<file path="config.mk">
export PLATFORM = sky130hd
export DESIGN_NAME = cgc_gain_ctrl
export DESIGN_NICKNAME = d
export VERILOG_FILES = /design/src/rtl/cgc_pkg.sv /design/src/rtl/cgc_step_pacer.sv /design/src/rtl/cgc_hold_timer.sv /design/src/rtl/cgc_level.sv /design/src/rtl/cgc_gain_ctrl.sv
export SDC_FILE = /design/constraint.sdc
export NUM_CORES = 1
export LEC_CHECK = 0
export BUFFER_PORTS_ARGS = -buffer_cell sky130_fd_sc_hd__clkbuf_2
export CORE_MARGIN = 10
export CORE_UTILIZATION = 25
export CTS_BUF_LIST = sky130_fd_sc_hd__clkbuf_2 sky130_fd_sc_hd__clkbuf_4 sky130_fd_sc_hd__clkbuf_8
export DETAILED_ROUTE_END_ITERATION = 16
export SYNTH_ARGS = -nofsm -noshare
export SYNTH_HDL_FRONTEND = slang
export SYNTH_SLANG_ARGS = --single-unit
</file>
<file path="constraint.sdc">
create_clock -name clk -period 7.95 [get_ports clk]
set_input_delay 0.795 -clock clk [delete_from_list [all_inputs] [get_ports clk]]
set_output_delay 0.795 -clock clk [all_outputs]
set_load 0.03 [all_outputs]
</file>
<file path="src/rtl/cgc_pkg.sv">
// Package: shared gain-code type, limits and mode encoding for the
// compressor gain controller. Assumes 0.5 dB per gain count.
package cgc_pkg;
    localparam int GAIN_W = 7;
    typedef logic [GAIN_W-1:0] gain_t;

    // Highest legal gain code (+40 dB) and the value after reset (+34 dB).
    localparam gain_t GAIN_TOP = 7'd82;
    localparam gain_t GAIN_RST = 7'd70;

    typedef enum logic [1:0] {
        MODE_DUAL     = 2'b00,
        MODE_SINGLE   = 2'b01,
        MODE_FIX_STEP = 2'b10,
        MODE_FIX_IMM  = 2'b11
    } cgc_mode_e;
endpackage

</file>
<file path="src/rtl/cgc_step_pacer.sv">
// Step pacer: while run is high, pulses tick once every
// BASE_CYC << (2**CODE_W-1 - code) cycles. Dropping run restarts the period.
// Assumes BASE_CYC >= 2 so two ticks are never adjacent.
module cgc_step_pacer #(
    parameter int BASE_CYC = 8,
    parameter int CODE_W   = 4
) (
    input  logic              clk,
    input  logic              rst_n,
    input  logic              run,
    input  logic [CODE_W-1:0] code,
    output logic              tick
);
    localparam int MAX_CODE = (1 << CODE_W) - 1;
    localparam int CNT_W    = $clog2(BASE_CYC) + MAX_CODE + 1;

    logic [CNT_W-1:0] cnt;
    logic [CNT_W-1:0] period;
    logic [CODE_W-1:0] shift_amt;

    // Period length doubles for each step down in rate code.
    always_comb begin
        shift_amt = CODE_W'(MAX_CODE) - code;
        period    = CNT_W'(BASE_CYC) << shift_amt;
    end

    assign tick = run && (cnt >= period - CNT_W'(1));

    // Cycle counter within the current step period.
    always_ff @(posedge clk) begin
        if (!rst_n || !run) begin
            cnt <= '0;
        end else if (tick) begin
            cnt <= '0;
        end else begin
            cnt <= cnt + CNT_W'(1);
        end
    end

    // a step period is at least two cycles, so ticks never touch.
    a_r2_tick_spacing: assert property (@(posedge clk) disable iff (!rst_n)
        tick |=> !tick);
endmodule

</file>
<file path="src/rtl/cgc_hold_timer.sv">
// Quiet-time timer: counts cycles while count_en is high and raises done
// once the selected limit is reached; count_en low clears it at once.
// Assumes LONG_CYC >= SHORT_CYC >= 1.
module cgc_hold_timer #(
    parameter int LONG_CYC  = 64000,
    parameter int SHORT_CYC = 32000
) (
    input  logic clk,
    input  logic rst_n,
    input  logic count_en,
    input  logic short_sel,
    output logic done
);
    localparam int HOLD_W = $clog2(LONG_CYC + 1);

    logic [HOLD_W-1:0] cnt;
    logic [HOLD_W-1:0] limit;

    assign limit = short_sel ? HOLD_W'(SHORT_CYC) : HOLD_W'(LONG_CYC);
    assign done  = cnt >= limit;

    // Saturating quiet-time count, cleared whenever the quiet condition breaks.
    always_ff @(posedge clk) begin
        if (!rst_n || !count_en) begin
            cnt <= '0;
        end else if (!done) begin
            cnt <= cnt + HOLD_W'(1);
        end
    end

    // a broken quiet period leaves the timer not expired.
    a_r6_quiet_restart: assert property (@(posedge clk) disable iff (!rst_n)
        ($past(rst_n) && !$past(count_en)) |-> !done);
endmodule

</file>
<file path="src/rtl/cgc_level.sv">
// Gain tracker: a saturating up/down counter of gain codes with a parallel
// load. A down step wins over an up step; load wins over both.
module cgc_level
    import cgc_pkg::*;
(
    input  logic  clk,
    input  logic  rst_n,
    input  logic  load,
    input  gain_t load_val,
    input  logic  dn_step,
    input  logic  up_step,
    output gain_t level
);
    // Tracker update: load, then one step down or up within the legal range.
    always_ff @(posedge clk) begin
        if (!rst_n) begin
            level <= GAIN_RST;
        end else if (load) begin
            level <= load_val;
        end else if (dn_step && level != '0) begin
            level <= level - gain_t'(1);
        end else if (up_step && level < GAIN_TOP) begin
            level <= level + gain_t'(1);
        end
    end

    // without a load the tracker moves by at most one code per cycle.
    a_r9_single_step: assert property (@(posedge clk) disable iff (!rst_n)
        ($past(rst_n) && !$past(load)) |->
        ((level == $past(level)) || (level == $past(level) + gain_t'(1)) ||
         (level + gain_t'(1) == $past(level))));

    // the tracker never leaves the legal code range.
    a_r11_level_range: assert property (@(posedge clk) disable iff (!rst_n)
        level <= GAIN_TOP);
endmodule

</file>
<file path="src/rtl/cgc_gain_ctrl.sv">
// Compressor gain controller top: decides step direction for a fast and a
// slow tracker from the threshold flags and mode, paces each direction with
// its own rate code, and applies the lower tracker in dual-rate mode.
// Assumes the flags are already synchronous to clk.
module cgc_gain_ctrl
    import cgc_pkg::*;
#(
    parameter int BASE_CYC   = 8,
    parameter int RATE_W     = 4,
    parameter int HOLD_LONG  = 64000,
    parameter int HOLD_SHORT = 32000
) (
    input  logic                clk,
    input  logic                rst_n,
    input  logic                over_thr,
    input  logic                under_thr,
    input  logic [1:0]          cmp_mode,
    input  logic                hold_short,
    input  logic [2*RATE_W-1:0] fast_rate_cfg,
    input  logic [2*RATE_W-1:0] slow_rate_cfg,
    input  logic [GAIN_W:0]     gain_cfg,
    output logic [GAIN_W-1:0]   gain_now,
    output logic [GAIN_W:0]     gain_rd
);
    localparam int N_PACE = 4;
    localparam int P_FDN  = 0;
    localparam int P_FUP  = 1;
    localparam int P_SDN  = 2;
    localparam int P_SUP  = 3;

    cgc_mode_e mode;
    logic      auto_mode;
    gain_t     target;
    gain_t     fast_lvl;
    gain_t     slow_lvl;
    logic      quiet_done;
    logic      quiet_en;
    logic      fast_load;
    logic      slow_load;

    logic [N_PACE-1:0][RATE_W-1:0] pace_code;
    logic [N_PACE-1:0]             pace_run;
    logic [N_PACE-1:0]             pace_tick;

    assign mode      = cgc_mode_e'(cmp_mode);
    assign auto_mode = (mode == MODE_DUAL) || (mode == MODE_SINGLE);

    // Target code, limited to the top of the legal range.
    always_comb begin
        if (gain_cfg[GAIN_W-1:0] > GAIN_TOP) begin
            target = GAIN_TOP;
        end else begin
            target = gain_cfg[GAIN_W-1:0];
        end
    end

    // Quiet time counts only while the output is low and not also high.
    assign quiet_en = auto_mode && under_thr && !over_thr;

    cgc_hold_timer #(
        .LONG_CYC (HOLD_LONG),
        .SHORT_CYC(HOLD_SHORT)
    ) u_quiet (
        .clk      (clk),
        .rst_n    (rst_n),
        .count_en (quiet_en),
        .short_sel(hold_short),
        .done     (quiet_done)
    );

    // Rate code for each pacer: attack in the upper nibble, release lower.
    always_comb begin
        pace_code[P_FDN] = fast_rate_cfg[2*RATE_W-1:RATE_W];
        pace_code[P_FUP] = fast_rate_cfg[RATE_W-1:0];
        pace_code[P_SDN] = slow_rate_cfg[2*RATE_W-1:RATE_W];
        pace_code[P_SUP] = slow_rate_cfg[RATE_W-1:0];
    end

    // Fast tracker direction: flags in automatic modes, target in fixed ones.
    always_comb begin
        pace_run[P_FDN] = 1'b0;
        pace_run[P_FUP] = 1'b0;
        fast_load       = 1'b0;
        unique case (mode)
            MODE_DUAL, MODE_SINGLE: begin
                pace_run[P_FDN] = over_thr || (fast_lvl > target);
                pace_run[P_FUP] = !over_thr && under_thr && quiet_done &&
                                  (fast_lvl < target);
            end
            MODE_FIX_STEP: begin
                pace_run[P_FDN] = fast_lvl > target;
                pace_run[P_FUP] = fast_lvl < target;
            end
            MODE_FIX_IMM: begin
                fast_load = 1'b1;
            end
            default: begin
                fast_load = 1'b0;
            end
        endcase
    end

    // Slow tracker direction: chase the fast tracker in dual mode only.
    always_comb begin
        slow_load       = (mode != MODE_DUAL);
        pace_run[P_SDN] = (mode == MODE_DUAL) && (slow_lvl > fast_lvl);
        pace_run[P_SUP] = (mode == MODE_DUAL) && (slow_lvl < fast_lvl);
    end

    for (genvar i = 0; i < N_PACE; i++) begin : g_pacer
        cgc_step_pacer #(
            .BASE_CYC(BASE_CYC),
            .CODE_W  (RATE_W)
        ) u_pacer (
            .clk  (clk),
            .rst_n(rst_n),
            .run  (pace_run[i]),
            .code (pace_code[i]),
            .tick (pace_tick[i])
        );
    end

    cgc_level u_fast (
        .clk     (clk),
        .rst_n   (rst_n),
        .load    (fast_load),
        .load_val(target),
        .dn_step (pace_tick[P_FDN]),
        .up_step (pace_tick[P_FUP]),
        .level   (fast_lvl)
    );

    cgc_level u_slow (
        .clk     (clk),
        .rst_n   (rst_n),
        .load    (slow_load),
        .load_val(fast_lvl),
        .dn_step (pace_tick[P_SDN]),
        .up_step (pace_tick[P_SUP]),
        .level   (slow_lvl)
    );

    // Applied gain: lower tracker in dual mode, fast tracker otherwise.
    always_comb begin
        if (mode == MODE_DUAL && slow_lvl < fast_lvl) begin
            gain_now = slow_lvl;
        end else begin
            gain_now = fast_lvl;
        end
    end

    // Readback: stored setting, or live gain when the read-mode bit is set.
    always_comb begin
        if (gain_cfg[GAIN_W]) begin
            gain_rd = {1'b1, gain_now};
        end else begin
            gain_rd = gain_cfg;
        end
    end

    // in single-rate mode an over-threshold cycle never raises the gain.
    a_r3_attack_no_rise: assert property (@(posedge clk) disable iff (!rst_n)
        ($past(rst_n) && mode == MODE_SINGLE && $past(mode) == MODE_SINGLE &&
         $past(over_thr)) |-> (gain_now <= $past(gain_now)));

    // in single-rate mode no rise happens before the quiet time expires.
    a_r4_hold_before_rise: assert property (@(posedge clk) disable iff (!rst_n)
        ($past(rst_n) && mode == MODE_SINGLE && $past(mode) == MODE_SINGLE &&
         !$past(quiet_done)) |-> (gain_now <= $past(gain_now)));

    // fixed immediate mode shows the previous cycle's target.
    a_r10_immediate: assert property (@(posedge clk) disable iff (!rst_n)
        ($past(rst_n) && mode == MODE_FIX_IMM && $past(mode) == MODE_FIX_IMM)
        |-> (gain_now == $past(target)));

    // the applied gain stays inside the legal code range.
    a_r11_gain_range: assert property (@(posedge clk) disable iff (!rst_n)
        gain_now <= GAIN_TOP);

    // in dual mode the applied gain never exceeds the slow tracker.
    a_r7_dual_min: assert property (@(posedge clk) disable iff (!rst_n)
        (mode == MODE_DUAL) |-> (gain_now <= slow_lvl && gain_now <= fast_lvl));
endmodule

</file>
==> metrics.md, run 1 <==
| Metric | Value |
|---|---|
| DRT iter0 DRCs | `approximately 320` |
| Ant diodes | `0` |
| Initial antenna violation count | `0` |
| DP HPWL | `around 14 mm` |
| Slew headroom | `0.416` |
| PortBufs | `45` |
| Hold Path End | `g_pacer[0].u_pacer.cnt[0]` |
| RSZ-0062 raised after global routing | `no` |
| CP Data Arrival Time | `approximately 6.0 ns` |
| Share of layout cells above drive strength 1 | `0.0795` |
| Clk Latency, worst-skew pair | `between 0.3 and 0.4 ns` |
| Yosys reg bits | `106` |
| Setup Total Neg Slack | `0 ns` |
| Chip width | `roughly 200 um` |
| Syn Area/Cell | `between 7 and 8 um2` |
| Crit-path leading delay family | `simple AND/OR/NAND/NOR gates` |
| Row count | `between 60 and 70` |
| Leak pwr | `3.60 nW` |
| Via-to-Cell Ratio | `4.77` |
| CTS tree | `built` |
| MaxCap Viol Count | `0` |
| Fin nets | `~1,200` |
| Seq/Total Area, Yosys | `0.261` |
| Post-CTS Resized | `0` |
| CTS Hold Buffers Added | `0` |
| End of the worst register-to-register path | `u_fast.level[6]` |
| Worst hold-check path type | `reg2reg` |
| Slowest-stage cell, CP | `or3b_1` |
| Overall routing resource usage | `0.0920` |
| Worst r2r src | `g_pacer[0].u_pacer.cnt[8]` |
| Hold wc startpoint | `g_pacer[0].u_pacer.cnt[0]` |
| Crit-path cells | `clkbuf_2, nand4_1, ha_1, or2_2, a211oi_1, a21oi_1, ha_1, nand4_1, or4_1, a31oi_1, o21ai_1, or3b_1, inv_2, ha_1, nor2b_1, o31a_1, o21ai_0, nand2b_1, nor4b_1, a211oi_1, a211oi_1` |
| Design area | `approximately 0.009 mm2` |
| Routed len/inst | `about 12 um` |
| Clock Path Buffers | `2` |
| Fin Hold WS | `about 0.47 ns` |
| Max-slew violation count | `0` |
| Worst-path fanout max | `16` |
| Reg clk slew, reported paths | `between 0.1 and 0.15 ns` |
| CTS buffer count | `9` |
| Largest cells by area after synthesis | `dfxtp_1, ha_1, nor2_1` |
| VDD IR max | `roughly 0.00007 V` |
| Total of warnings raised by yosys | `0` |
| Core area | `0.0318 mm2` |
| Global route overflow | `0` |
| Clock sinks | `approximately 110` |
| Area after DPL | `0.00878 mm2` |
| Startpoint types | `primary input` |
| Distinct cells, synth | `71` |
| Io pins | `between 40 and 50` |
| Pwr/cell area | `roughly 120 mW/mm2` |
| 1st-pass router iterations | `5` |
| Reg2Reg Setup Slack | `around 3.8 ns` |
| Root buffer cell | `clkbuf_8` |
| Gp weighted congestion | `roughly 0.86` |
| Critical path type | `in2reg` |
| Post-synth top area share | `0.261` |
| Routed via count | `~7,200` |
| R2r worst-path depth | `15` |
| Syn Inst Count | `roughly 1,000` |
| Req. time, crit path | `around 8.3 ns` |
| Final Cycle Share | `0.720` |
| Post-synth top flop | `dfxtp_1` |
| Tmin final | `between 5 and 6 ns` |
| Number of synthesized flops with an enable pin | `0` |
| CP Capture Type | `register` |
| Hold path depth | `1` |
| Die H | `~200 um` |
| First-pass GRT wire length | `around 32 mm` |
| Antenna-violating nets left | `0` |
| Outcome | `finished, final reports clean` |
| Worst stage delay on the critical path | `0.55 ns` |
| Fin. Hold Viols | `0` |
| Setup repair bufs after CTS | `0` |
| Synth area leader | `dfxtp_1` |
| # fillers | `approximately 3,400` |
| Slew @ Worst Pin | `0.876 ns` |
| Clk_skew | `0.0105 ns` |
| Area delta synth->final | `10.3%` |
| Final WL | `around 18 mm` |
| Max frequency | `about 170 MHz` |
| Synth cell count leaders | `nor2_1, dfxtp_1, nand2_1` |
| Most common cell in the netlist | `nor2_1` |
| DRC Markers | `0` |
| Die area | `around 0.04 mm2` |
| Post-synthesis cell area | `about 0.0081 mm2` |
| Starting Density | `0.256` |
| Vias in the first global route | `6,859` |
| H-Tree Depth | `3` |
| Final Setup Violations | `0` |
| Worst path buffer plus inverter count | `2` |
| FFs w/ async S/R, synth | `0` |
| Largest net degree at the start of global routing | `30` |
[metrics by stage]
stage | util | setup WS [ns] | cells | total power [mW]
after floorplan | - | 2.52 | 1044 | 0.694
after global placement | 0.276 | 2.07 | 1489 | 0.743
after detailed placement | 0.276 | 1.91 | 1489 | 0.747
after CTS | 0.282 | 2.31 | 1504 | 1.08
after global routing | 0.282 | 1.74 | 1504 | 1.13
final | 0.282 | 2.22 | 1504 | 1.06
[how the worst max path moves through the flow]
stage / startpoint / endpoint / slack, ns / cells after the start
2_1_floorplan: fast_rate_cfg[5] / u_fast.level[6] / 2.52 / 22
5_1_grt: fast_rate_cfg[7] / u_fast.level[6] / 1.74 / 21
4_1_cts: fast_rate_cfg[7] / u_fast.level[6] / 2.31 / 21
6_report: fast_rate_cfg[7] / u_fast.level[6] / 2.22 / 21
3_5_place_dp: fast_rate_cfg[7] / u_fast.level[6] / 1.91 / 21
3_3_place_gp: fast_rate_cfg[7] / u_fast.level[6] / 2.07 / 21
[layout by cell type (no fill, tap or decap), types with 5 or more instances in the layout]
cell type	netlist	final
nor3_1	11	11
xor2_1	56	56
and3_1	23	23
mux2_2	7	7
xnor2_1	34	34
a31oi_1	6	6
nand2b_1	10	10
a22oi_1	13	13
o211ai_1	8	8
nand4_1	23	23
or2_2	8	8
nor2_1	134	134
nand3_1	65	65
and2_1	8	8
o21a_1	5	5
nand2_1	105	105
clkbuf_2	0	45
or3_1	9	9
nor2b_1	11	11
and4_1	8	8
dfxtp_1	106	106
o31ai_1	5	5
nor4_1	8	8
a21o_1	18	18
nand3b_1	8	8
o21ai_0	48	48
ha_1	102	102
a32oi_1	5	5
o21ai_1	6	6
inv_1	43	43
a211oi_1	15	15
clkbuf_8	0	10
a21oi_1	47	47
[cells by family (layout without fill, tap and decap cells)]
logic type,Yosys count,in the layout,synth area share
buffers and inverters,81,106,0.0382
AND/OR/NAND/NOR,446,446,0.265
flip-flops,106,106,0.261
XOR/XNOR,90,90,0.0969
AO/OA/AOI/OAI,203,203,0.163
multiplexers,10,10,0.0135
adder cells (fa/ha/maj),104,104,0.162
other,1,4,0.000461
[flip-flops by register name (all words and copies together), names as in the netlist]
name and cells:
g_pacer.u_pacer.cnt 76, u_slow.level 7, u_fast.level 7, u_quiet.cnt 16
[layer usage]
layer,global-route usage,part of all wire,up-vias
li1,-,-,3748
met1,0.112,0.47,3316
met2,0.158,0.48,93
met3,0.0234,0.039,10
met4,0.0216,0.0088,0
met5,0,0,-
[power breakdown]
group          leakage [nW]  switching [mW]  total (mW)  internal (mW)
clock                0.0964           0.201       0.328          0.127
combinational          2.65           0.120       0.188         0.0682
sequential            0.856         0.00956       0.546          0.537
total                  3.60           0.330        1.06          0.732
[cell type report]
cell class | count | area [um2] | area share
clock buffer | 10 | 138 | 0.0154
clock inverter | 5 | 48.8 | 0.00544
inverter | 45 | 170 | 0.0190
multi-input combinational | 857 | 5710 | 0.637
sequential | 106 | 2120 | 0.237
tap | 435 | 544 | 0.0607
timing repair buffer | 46 | 233 | 0.0260
Note: power is estimated with default switching activity, not from simulation.
==> inputs of run 2 (changes only) <==
==> constraint.sdc (replaced) <==
create_clock -name clk -period 5.8 [get_ports clk]
set_input_delay 0.58 -clock clk [delete_from_list [all_inputs] [get_ports clk]]
set_output_delay 0.58 -clock clk [all_outputs]
set_load 0.03 [all_outputs]
==> run 2 against run 1 <==
Register-to-register slack worse by 2.1 ns; count of clock-buffer cells in the layout up 1; via count up 0.82%; highest routed layer unchanged; clock skew up 0.0064 ns; combinational power up 38%; non-clock buffer count up 4; design area up 0.63%; die area unchanged; sequential share of layout area down 0.15 points; power up 41%.
==> metrics.md, run 2 (synthesis gave the netlist of run 1 again) <==
| Metric | Value |
|---|---|
| CTS buffer count | `9` |
| First-pass GRT wire length | `approximately 33 mm` |
| Via-to-Cell Ratio | `approximately 4.8` |
| Core area | `between 0.03 and 0.04 mm2` |
| GR peak layer | `met2` |
| Critical path type | `in2reg` |
| DRC Markers | `0` |
| Worst-path fanout max | `17` |
| Fin nets | `around 1,200` |
| Clk_skew | `about 0.017 ns` |
| Final design utilization | `0.284` |
| Root buffer cell | `clkbuf_8` |
| Global routing usage on met2 | `0.158` |
| Antenna-violating nets left | `0` |
| Slew @ Worst Pin | `0.834 ns` |
| Routing usage on met3 | `0.0206` |
| Outcome | `finished, final reports clean` |
| RSZ-0062 raised after global routing | `no` |
| Clk Latency, worst-skew pair | `~0.38 ns` |
| VDD IR max | `0.0000847 V` |
| Regs by FF count | `g_pacer.u_pacer.cnt: 76 flops, u_quiet.cnt: 16 flops` |
| Post-CTS Resized | `0` |
| H-Tree Depth | `3` |
| Met1 Use GR | `0.114` |
| Row count | `65` |
| Io pins | `46` |
| Routed len/inst | `about 12 um` |
| Overall routing resource usage | `0.0930` |
| Setup repair bufs after CTS | `0` |
| DRT iter0 DRCs | `roughly 330` |
| CP Data Arrival Time | `approximately 5.6 ns` |
| Clock sinks | `around 110` |
| Largest register FFs | `76` |
| Reg clk slew, reported paths | `around 0.1 ns` |
| Final Setup Violations | `0` |
| Starting Density | `0.256` |
| CTS tree | `built` |
| 1st-pass router iterations | `5` |
| Area delta synth->final | `11.0%` |
| Most frequent cells in the layout | `nor2_1, dfxtp_1, nand2_1` |
| Worst hold-check path type | `reg2reg` |
| DP HPWL | `between 10 and 15 mm` |
| Ant diodes | `0` |
| Initial antenna violation count | `0` |
| Pwr/cell area | `roughly 170 mW/mm2` |
| Final WL | `18.7 mm` |
| PortBufs | `45` |
| Slew headroom | `0.444` |
| Startpoint types | `primary input` |
| Leak pwr | `3.63 nW` |
| MaxCap Viol Count | `0` |
| Largest net degree at the start of global routing | `30` |
| Commonest non-fill, non-tap cell in the layout | `nor2_1` |
| Fin. Hold Viols | `0` |
| Die H | `between 200 and 250 um` |
| Max-slew violation count | `0` |
| Largest Register | `g_pacer.u_pacer.cnt` |
| Gp weighted congestion | `~0.84` |
| Die area | `0.0401 mm2` |
| Share of layout cells above drive strength 1 | `0.0838` |
| Setup Total Neg Slack | `0 ns` |
| CP Capture Type | `register` |
| Final Cycle Share | `0.907` |
| Routed via count | `about 7,200` |
| Tmin final | `between 5 and 6 ns` |
| Vias in the first global route | `approximately 6,900` |
| Max frequency | `190 MHz` |
| Chip width | `about 200 um` |
| Req. time, crit path | `between 6 and 7 ns` |
| CTS Hold Buffers Added | `0` |
| Global route overflow | `0` |
| Clock Path Buffers | `2` |
run 2: cell count changes in the layout (fill, tap and decap cells not counted):
cell,delta
clkbuf_8,+1
inv_6,+1
inv_8,-2
clkinv_4,-1
clkinv_2,+1
bufinv_16,+1
buf_4,+4
run 2: power breakdown:
group / switching, mW / internal [mW] / total (mW)
sequential: 0.0132 / 0.736 / 0.749
combinational: 0.165 / 0.0950 / 0.260
clock: 0.264 / 0.226 / 0.490
total: 0.442 / 1.06 / 1.50
run 2: final cells by class:
class | instances | area, um2
repair buffers | 50 | 263
clock inverters | 5 | 61.3
flip-flops and latches | 106 | 2120
clock buffers | 11 | 151
well taps | 435 | 544
fillers | 3423 | 22800
inverters | 45 | 170
multi-input cells | 857 | 5710
run 2: worst paths after layout:
path,start,endpoint,slack [ns],cells past startpoint
max,slow_rate_cfg[7],u_slow.level[6],0.54,20
min,g_pacer[0].u_pacer.cnt[0],g_pacer[0].u_pacer.cnt[0],0.47,1
max reg2reg,g_pacer[2].u_pacer.cnt[0],u_slow.level[6],1.74,14
min reg2reg,g_pacer[0].u_pacer.cnt[0],g_pacer[0].u_pacer.cnt[0],0.47,1
run 2: through the flow:
step | std cells | power [mW] | cell area [um2] | hold slack, ns | setup WS (ns)
after floorplan | 1044 | 0.952 | 8140 | 0.426 | 0.581
after global placement | 1493 | 1.02 | 8810 | 0.442 | 0.358
after detailed placement | 1493 | 1.03 | 8810 | 0.448 | 0.206
after CTS | 1509 | 1.53 | 9020 | 0.474 | 0.617
after global routing | 1509 | 1.59 | 9020 | 0.505 | 0.0333
final | 1509 | 1.50 | 9020 | 0.466 | 0.540
run 2: routing by layer:
layer / wire [um] / vias to the layer above
li1: - / 3768
met1: 8860 / 3359
met2: 8860 / 79
met3: 621 / 20
met4: 335 / 0
met5: 0 / -
run 2: critical path: stages:
cell and delay [ns]:
clkbuf_2 0.21, inv_1 0.15, or3_1 0.37, ha_1 0.39, nor4_1 0.35, a21oi_1 0.08
ha_1 0.32, and4_1 0.25, a21boi_0 0.20, a221oi_1 0.10, o41a_1 0.15, or4_1 0.75
fa_1 0.48, nor2b_1 0.13, o21ai_0 0.10, a21boi_0 0.27, o21a_1 0.21, o21ai_0 0.08
mux2_1 0.30, o2111ai_1 0.09
==> inputs of run 3 (changes only) <==
--- a/config.mk
+++ b/config.mk
@@ -6,10 +6,11 @@
 export NUM_CORES = 1
 export LEC_CHECK = 0
 export BUFFER_PORTS_ARGS = -buffer_cell sky130_fd_sc_hd__clkbuf_2
-export CORE_MARGIN = 10
+export CORE_MARGIN = 5
 export CORE_UTILIZATION = 25
 export CTS_BUF_LIST = sky130_fd_sc_hd__clkbuf_2 sky130_fd_sc_hd__clkbuf_4 sky130_fd_sc_hd__clkbuf_8
 export DETAILED_ROUTE_END_ITERATION = 16
 export SYNTH_ARGS = -nofsm -noshare
 export SYNTH_HDL_FRONTEND = slang
+export SYNTH_HIERARCHICAL = 1
 export SYNTH_SLANG_ARGS = --single-unit
==> run 3 against run 2 <==
Combinational power grew 7%; synthesized area up 5.4%; synthesized cell count shrank 1.5%; die area decreased by 5.1%; via count up 0.91%; critical endpoint is now u_slow/level[3]; largest cell class unchanged; largest power group unchanged.
==> metrics.md, run 3 <==
| Metric | Value |
|---|---|
| Outcome | `finished, final reports clean` |
| Met1 WL | `10.4 mm` |
| Synth Area in Compound Gates | `0.175` |
| Setup Total Neg Slack | `0 ns` |
| Design area | `around 0.0093 mm2` |
| Total of warnings raised by yosys | `6` |
| Switching power | `between 400 and 500 uW` |
| Tmin final | `roughly 4.3 ns` |
| DRT iter0 DRCs | `about 420` |
| 1st-pass router iterations | `5` |
| Clk Latency, worst-skew pair | `0.39 ns` |
| CTS Hold Buffers Added | `0` |
| Routed len/inst | `13.3 um` |
| Fin. Hold Viols | `0` |
| VDD IR max | `a little under 0.00008 V` |
| Area delta synth->final | `9.05%` |
| Largest register FFs | `76` |
| Most frequent cells in the layout | `dfxtp_1, ha_1, nor2_1` |
| Routed via count | `~7,300` |
| RSZ-0062 raised after global routing | `no` |
| Worst-path fanout max | `11` |
| Final Cycle Share | `0.734` |
| Clk_skew | `between 0.015 and 0.02 ns` |
| Syn Inst Count | `slightly above 1,000` |
| CTS tree | `built` |
| Initial antenna violation count | `1` |
| Post-synth top area share | `0.248` |
| H-Tree Depth | `3` |
| Core area | `around 0.034 mm2` |
| Max-slew violation count | `0` |
| Main combinational cell family by area after synthesis | `simple AND/OR/NAND/NOR gates` |
| Post-synth top flop | `dfxtp_1` |
| Seq/Total Area, Yosys | `0.248` |
| DRC Markers | `0` |
| Final WL | `~20 mm` |
| Io pins | `46` |
| Post-CTS Resized | `0` |
| Req. time, crit path | `between 6 and 7 ns` |
| Die area | `between 0.03 and 0.04 mm2` |
| Layout Cells excl Fill | `approximately 1,500` |
| Commonest non-fill, non-tap cell in the layout | `dfxtp_1` |
| Post-Place Cells | `1,483` |
| Post-synthesis mux area share | `0.0117` |
| Post-synthesis cell area | `0.00857 mm2` |
| Sequential Power Share | `0.511` |
| Startpoint types | `primary input` |
| Fin nets | `between 1,000 and 1,500` |
| Worst setup margin | `roughly 1.5 ns` |
| Largest cells by area after synthesis | `dfxtp_1, ha_1, xnor2_1` |
| Number of synthesized flops with an enable pin | `0` |
| Yosys reg bits | `about 110` |
| Gp weighted congestion | `0.844` |
| Setup repair bufs after CTS | `0` |
| Root buffer cell | `clkbuf_8` |
| Post-synthesis simple-gate area fraction | `0.263` |
| Vias in the first global route | `6,704` |
| Final Setup Violations | `0` |
| Routed length on met2 | `around 8.6 mm` |
| Clk pwr share | `0.300` |
| Pwr Total | `approximately 1.5 mW` |
| Clock sinks | `about 110` |
| CP Capture Type | `register` |
| Largest Register | `g_pacer.u_pacer/cnt` |
| Highest routed metal layer | `met5` |
| Global route overflow | `0` |
| Clock Path Buffers | `2` |
| Gate power share | `0.188` |
| Syn Area/Cell | `around 8.4 um2` |
| Slew @ Worst Pin | `between 0.7 and 0.8 ns` |
| Most common cell in the netlist | `dfxtp_1` |
| Row count | `67` |
| MaxCap Viol Count | `0` |
| Pre-CTS setup slack | `about 1.2 ns` |
| Sw Ratio | `0.326` |
| Internal power | `about 1000 uW` |
| Antenna-violating nets left | `0` |
| Synth Area in XOR/XNOR | `0.0981` |
| Synth area leader | `dfxtp_1` |
| Adder-Cell Fraction of Synth Area | `0.154` |
| Reg clk slew, reported paths | `approximately 0.11 ns` |
| Worst hold-check path type | `reg2reg` |
| Largest net degree at the start of global routing | `21` |
| Routed met3 length | `723 um` |
| CTS buffer count | `9` |
| PortBufs | `45` |
| Ant diodes | `0` |
| Distinct cells, synth | `just under 80` |
| Regs by FF count | `g_pacer.u_pacer/cnt: 76 flops, u_quiet/cnt: 16 flops` |
| Syn Nets | `1,160` |
| First-pass GRT wire length | `33.6 mm` |
| Chip width | `around 200 um` |
| CP Data Arrival Time | `approximately 4.6 ns` |
| Die H | `between 150 and 200 um` |
| Pwr/cell area | `approximately 160 mW/mm2` |
| DP HPWL | `roughly 15 mm` |
| Leak pwr | `between 3 and 4 nW` |
| Synth cell count leaders | `dfxtp_1, ha_1, nor2_1` |
| Critical path type | `in2reg` |
| Max frequency | `235 MHz` |
| Via-to-Cell Ratio | `4.86` |
| Slew headroom | `0.531` |
| FFs w/ async S/R, synth | `0` |
| Overall routing resource usage | `0.103` |
| Area after DPL | `0.00917 mm2` |
| Starting Density | `0.254` |
| Share of layout cells above drive strength 1 | `0.148` |
-- run 3: power by group through the flow --
stage / Combinational [mW] / Sequential, mW / Clock, mW
final: 0.278 / 0.755 / 0.443
after global routing: 0.315 / 0.757 / 0.496
after CTS: 0.278 / 0.755 / 0.466
after detailed placement: 0.277 / 0.771 / 0
after global placement: 0.272 / 0.772 / 0
after floorplan: 0.210 / 0.764 / 0
-- run 3: worst max-delay path: stages --
cell and delay [ns]:
clkbuf_2 0.20, nand4b_1 0.14, ha_1 0.27, inv_1 0.12, o32a_1 0.34, ha_1 0.31
nand4_1 0.15, nor4_1 0.37, o31ai_2 0.18, a31oi_1 0.38, nand2_2 0.13, inv_2 0.14
ha_1 0.24, a21o_1 0.17, a21oi_1 0.31, xnor2_1 0.17, mux2i_1 0.10, a211oi_1 0.25
-- run 3: cell type report --
| type | instances | area, um2 |
|---|---|---|
| inverter | 58 | 218 |
| clock buffer | 9 | 124 |
| multi-input combinational | 823 | 6020 |
| timing repair buffer | 48 | 248 |
| fill | 3648 | 24400 |
| clock inverter | 7 | 53.8 |
| tap | 448 | 561 |
| sequential | 106 | 2120 |
-- run 3: kinds of logic after synthesis --
group,after synthesis
compound gates,204
mux,9
fa+ha+maj,104
simple gates,406
buf+inv,96
xor+xnor,96
other cells,4
flops,106
-- run 3: per-stage QoR --
stage	util	hold WS, ns
2_1_floorplan	-	0.460
3_3_place_gp	0.272	0.492
3_5_place_dp	0.272	0.497
4_1_cts	0.277	0.524
5_1_grt	0.277	0.569
6_report	0.277	0.519
-- run 3: final timing paths --
| path | cells after the start | startpoint | slack (ns) | to |
|---|---|---|---|---|
| setup / recovery | 18 | slow_rate_cfg[4] | 1.54 | u_slow/level[3] |
| hold / removal | 1 | g_pacer[0].u_pacer/cnt[0] | 0.52 | g_pacer[0].u_pacer/cnt[0] |
| setup reg to reg | 16 | u_fast/level[6] | 2.08 | u_slow/level[3] |
| hold reg to reg | 1 | g_pacer[0].u_pacer/cnt[0] | 0.52 | g_pacer[0].u_pacer/cnt[0] |
-- run 3: routing by layer --
layer | vias up | GRT usage
met5 | - | 0
met4 | 2 | 0.0233
met3 | 15 | 0.0193
met2 | 105 | 0.157
met1 | 3400 | 0.151
li1 | 3770 | -
